[config.mk]
export PLATFORM = sky130hd
export DESIGN_NAME = ccg_top
export DESIGN_NICKNAME = d
export VERILOG_FILES = /design/src/rtl/ccg_pkg.sv /design/src/rtl/ccg_wake.sv /design/src/rtl/ccg_cmd.sv /design/src/rtl/ccg_fsm.sv /design/src/rtl/ccg_top.sv
export SDC_FILE = /design/constraint.sdc
export NUM_CORES = 1
export LEC_CHECK = 0
export CORE_ASPECT_RATIO = 1.25
export CORE_MARGIN = 8
export CORE_UTILIZATION = 18
export DETAILED_ROUTE_END_ITERATION = 16
export GPL_TIMING_DRIVEN = 0
export PLACE_DENSITY_LB_ADDON = 0.12
export SYNTH_ARGS = -nofsm -noshare
export SYNTH_HDL_FRONTEND = slang
export SYNTH_SLANG_ARGS = --single-unit
[constraint.sdc]
create_clock -name clk -period 2.5 [get_ports clk]
set_clock_uncertainty 0.2 [all_clocks]
set_input_delay 0.375 -clock clk [delete_from_list [all_inputs] [get_ports clk]]
set_output_delay 0.375 -clock clk [all_outputs]
set_load 0.005 [all_outputs]
[src/rtl/ccg_pkg.sv]
package ccg_pkg;

    typedef enum logic [1:0] {
        GATE_RUN   = 2'd0,
        GATE_DRAIN = 2'd1,
        GATE_IDLE  = 2'd2
    } gate_state_t;

    typedef enum logic {
        RSEL_CMD  = 1'b0,
        RSEL_STAT = 1'b1
    } rd_sel_t;

    function automatic logic [31:0] bit_mask(input int unsigned pos);
        return 32'd1 << pos;
    endfunction

endpackage

[src/rtl/ccg_wake.sv]
module ccg_wake #(
    parameter int NIRQ = 8
) (
    input  logic [NIRQ-1:0] irq_req,
    input  logic [NIRQ-1:0] irq_mask,
    output logic            wake
);
    logic [NIRQ-1:0] line_hit;

    for (genvar g = 0; g < NIRQ; g++) begin : g_line
        assign line_hit[g] = irq_req[g] & irq_mask[g];
    end

    assign wake = |line_hit;
endmodule

[src/rtl/ccg_cmd.sv]
module ccg_cmd #(
    parameter int DW       = 32,
    parameter int STOP_BIT = 0
) (
    input  logic          wr_en,
    input  logic [DW-1:0] wr_data,
    output logic          stop_req
);
    localparam logic [DW-1:0] STOP_MASK = DW'(ccg_pkg::bit_mask(STOP_BIT));

    assign stop_req = wr_en & (|(wr_data & STOP_MASK));
endmodule

[src/rtl/ccg_fsm.sv]
module ccg_fsm
    import ccg_pkg::*;
(
    input  logic clk,
    input  logic rst,
    input  logic stop_req,
    input  logic wake,
    input  logic insn_done,
    output logic core_ce
);
    gate_state_t state_q;
    logic        seen_clk;

    always_ff @(posedge clk) begin
        if (rst) begin
            state_q <= GATE_RUN;
        end else begin
            case (state_q)
                GATE_RUN:   if (stop_req && !wake) state_q <= GATE_DRAIN;
                GATE_DRAIN: if (wake) state_q <= GATE_RUN;
                            else if (insn_done) state_q <= GATE_IDLE;
                GATE_IDLE:  if (wake) state_q <= GATE_RUN;
                default:    state_q <= GATE_RUN;
            endcase
        end
    end

    always_ff @(posedge clk) seen_clk <= 1'b1;

    assign core_ce = (state_q != GATE_IDLE);

    // Reset leaves the core running
    assert_reset_run_R1: assert property (@(posedge clk)
        (seen_clk && $past(rst)) |-> (core_ce && state_q == GATE_RUN));

    // The clock only drops right after an instruction boundary
    assert_stop_boundary_R3: assert property (@(posedge clk) disable iff (rst)
        $fell(core_ce) |-> $past(insn_done));

    // Enabled interrupt restarts a stopped core
    assert_wake_restart_R4: assert property (@(posedge clk) disable iff (rst)
        (!core_ce && wake) |=> core_ce);

    // Pending request is cancelled by a wake
    assert_cancel_pending_R5: assert property (@(posedge clk) disable iff (rst)
        (state_q == GATE_DRAIN && wake) |=> (core_ce && state_q == GATE_RUN));

    // Stop write during an enabled interrupt is dropped
    assert_drop_request_R6: assert property (@(posedge clk) disable iff (rst)
        (state_q == GATE_RUN && stop_req && wake) |=> state_q == GATE_RUN);

    // Without an enabled interrupt a stopped core stays stopped
    assert_masked_quiet_R7: assert property (@(posedge clk) disable iff (rst)
        (!core_ce && !wake) |=> !core_ce);
endmodule

[src/rtl/ccg_top.sv]
module ccg_top
    import ccg_pkg::*;
#(
    parameter int NIRQ     = 8,
    parameter int DW       = 32,
    parameter int STOP_BIT = 0
) (
    input  logic            clk,
    input  logic            rst,
    input  logic            wr_en,
    input  logic [DW-1:0]   wr_data,
    input  logic            rd_addr,
    output logic [DW-1:0]   rd_data,
    input  logic [NIRQ-1:0] irq_req,
    input  logic [NIRQ-1:0] irq_mask,
    input  logic            insn_done,
    output logic            core_ce
);
    logic wake;
    logic stop_req;

    ccg_wake #(.NIRQ(NIRQ)) u_wake (
        .irq_req  (irq_req),
        .irq_mask (irq_mask),
        .wake     (wake)
    );

    ccg_cmd #(.DW(DW), .STOP_BIT(STOP_BIT)) u_cmd (
        .wr_en    (wr_en),
        .wr_data  (wr_data),
        .stop_req (stop_req)
    );

    ccg_fsm u_fsm (
        .clk       (clk),
        .rst       (rst),
        .stop_req  (stop_req),
        .wake      (wake),
        .insn_done (insn_done),
        .core_ce   (core_ce)
    );

    always_comb begin
        rd_data = '0;
        if (rd_sel_t'(rd_addr) == RSEL_STAT) rd_data[0] = core_ce;
    end

    // Command register never reads back nonzero
    assert_cmd_reads_zero_R8: assert property (@(posedge clk) disable iff (rst)
        (rd_addr == 1'b0) |-> (rd_data == '0));

    // Status bit mirrors the enable
    assert_status_mirror_R9: assert property (@(posedge clk) disable iff (rst)
        (rd_addr == 1'b1) |-> (rd_data[0] == core_ce && rd_data[DW-1:1] == '0));
endmodule

==> results.md <==
* Status: finished, final reports clean
* 1st-pass router iterations at 4
* FILL cells at between 200 and 250
* Global route overflow at 0
* Worst Path Arrival at around 1400 ps
* CTS Buf Count at 3
* Minimum clock period at around 2000 ps
* Final hold viol count at 0
* Final antenna-violating net count at 0
* Total Routing Usage GR at about 5.2%
* Crit-path max FO at 1
* Global-route wire length before repair at around 1600 um
* Post-detail-place hpwl at ~1000 um
* Worst hold slack at 245 ps
* Setup Buffers After CTS at 0
* ANT cells at 0
* Mapped Area at 369 um^2
* RSZ-0062 raised after global routing: false
* Vias at around 380
* Crit Path Class: primary input to output port
* Drt total wl at 1050 um
* First DRT Iteration DRCs at 5
* Fmax at 0.502 GHz
* Largest registers: u_fsm.state_q x2
* Mapped Cells at 46
* Fin nets at roughly 160
* CTS tree: built
* Worst-path clk slew at ~30 ps
* Clock root cell: clkbuf_4
* Die Area at between 3000 and 4000 um^2
* CTS resizes at 0
* Pwr/cell area at between 200 and 300 nW/um^2
* Worst Path Required at about 1900 ps
* Layout area overhead at 106%
* Post-DR wirelength/cell at about 8.6 um
* Largest register by flop count: u_fsm.state_q
* Vias in the first global route at 405
* Via/cell ratio at 3.11
* Ratio of cells with drive above 1 in the final layout at 35.3%
* Max-slew violation count at 0
* Die Height at between 60 and 70 um
* Initial antenna violation count at 0
* H-tree level count at 1
* Largest net degree at the start of global routing at 4
* Core area at roughly 2000 um^2
* Worst-skew pair later-pin latency at approximately 220 ps
* Count of warnings emitted by yosys at 0
* Initial Util at a little under a fifth
* #FFs+latches synth at 2
* Max clock buf depth at 2
* Max_cap viols at 0
* Syn Area/Cell at between 8 and 9 um^2
* Sequential area share after synthesis at roughly 11%
* Setup crit start kind: primary input
* CTS Hold Bufs at 0
* VDD IR max at approximately 0.13 mV
* Drt drc at 0
* Critical Path Sink Type: output port
* Port bufs at 23
* Largest register FFs at 2
* Total Neg Setup Slack at 0 ps
* Period utilization at between 70% and 80%
* I/O pin total at 86
* Cell row count at 18
* RePlAce Congestion at approximately 0.60
* # setup viols final at 0
* Static Leak at 0.414 nW
* Die Span X at 56.5 um
* Clock sinks at 2
* Worst hold path type: flop to flop
* Synth cell types at 14
==> path summary, 6_finish.rpt <==
| check | endpoint | cells past startpoint | slack (ps) | start |
|---|---|---|---|---|
| setup / recovery | rd_data[0] | 3 | 510 | rd_addr |
| hold reg to reg | u_fsm.state_q[0] | 1 | 240 | u_fsm.state_q[1] |
| hold / removal | u_fsm.state_q[0] | 1 | 240 | u_fsm.state_q[1] |
| setup reg to reg | u_fsm.state_q[0] | 2 | 1340 | u_fsm.state_q[0] |
==> worst max-delay path: stages <==
cell	delay [ps]
clkdlybuf4s50_1	440
and2_1	110
clkdlybuf4s50_1	490
==> layout by cell type (no fill, tap or decap) <==
cell type	netlist	final
a222oi_1	1	1
and2_1	1	1
conb_1	1	31
buf_4	31	31
nand2_1	1	1
a22oi_1	2	2
nand3b_1	1	1
nand3_1	1	1
nor4_2	1	1
a211oi_1	1	1
a21o_1	1	1
clkdlybuf4s50_1	0	23
clkbuf_4	0	3
nand2b_1	1	1
dfxtp_1	2	2
mux2_2	1	1
==> cell type report <==
cell class	count	area, um^2	share of cell area, %
sequential	2	40.0	5.27
buffer	31	233	30.6
multi-input combinational	43	209	27.5
tap	20	25.0	3.29
clock buffer	3	22.5	2.97
timing repair buffer	23	230	30.3
==> synthesized netlist by cell type <==
cell,count,area [um^2]
nand3b_1,1,7.51
nand2_1,1,3.75
a211oi_1,1,7.51
and2_1,1,6.26
nand3_1,1,5.00
nand2b_1,1,6.26
a21o_1,1,7.51
a22oi_1,2,15.0
a222oi_1,1,10.0
mux2_2,1,11.3
nor4_2,1,12.5
dfxtp_1,2,40.0
conb_1,1,3.75
buf_4,31,233
==> where the power goes <==
part | internal (mW) | switching, mW | total, mW | leakage (nW)
Combinational | 0.0646 | 0.0263 | 0.0910 | 0.384
Clock | 0.0528 | 0.0160 | 0.0687 | 0.0138
Sequential | 0.0324 | 0.000129 | 0.0325 | 0.0161
==> routing by layer <==
metal,vias up,track usage [%],wire [um]
met4,0,2.71,0
met3,0,5.13,225
met1,138,4.67,418
li1,204,-,-
met2,37,7.69,405
met5,-,0,0
==> cells by family after synthesis <==
group                  share of synthesized area (%)
flip-flops                                      10.8
buffers and inverters                           63.0
AND/OR/NAND/NOR                                 11.2
AO/OA/AOI/OAI                                   10.8
other                                           1.02
multiplexers                                    3.05
==> metrics by stage <==
stage	util [%]	worst slack, ps	instances	area, um^2	power (mW)
final	38.8	508	122	759	0.192
after global routing	38.8	462	122	759	0.209
after CTS	38.8	497	122	759	0.194
after detailed placement	37.6	494	119	737	0.121
after global placement	37.6	502	119	737	0.121
after floorplan	-	1170	76	482	0.0856
Power figures use the tool's default switching activity.
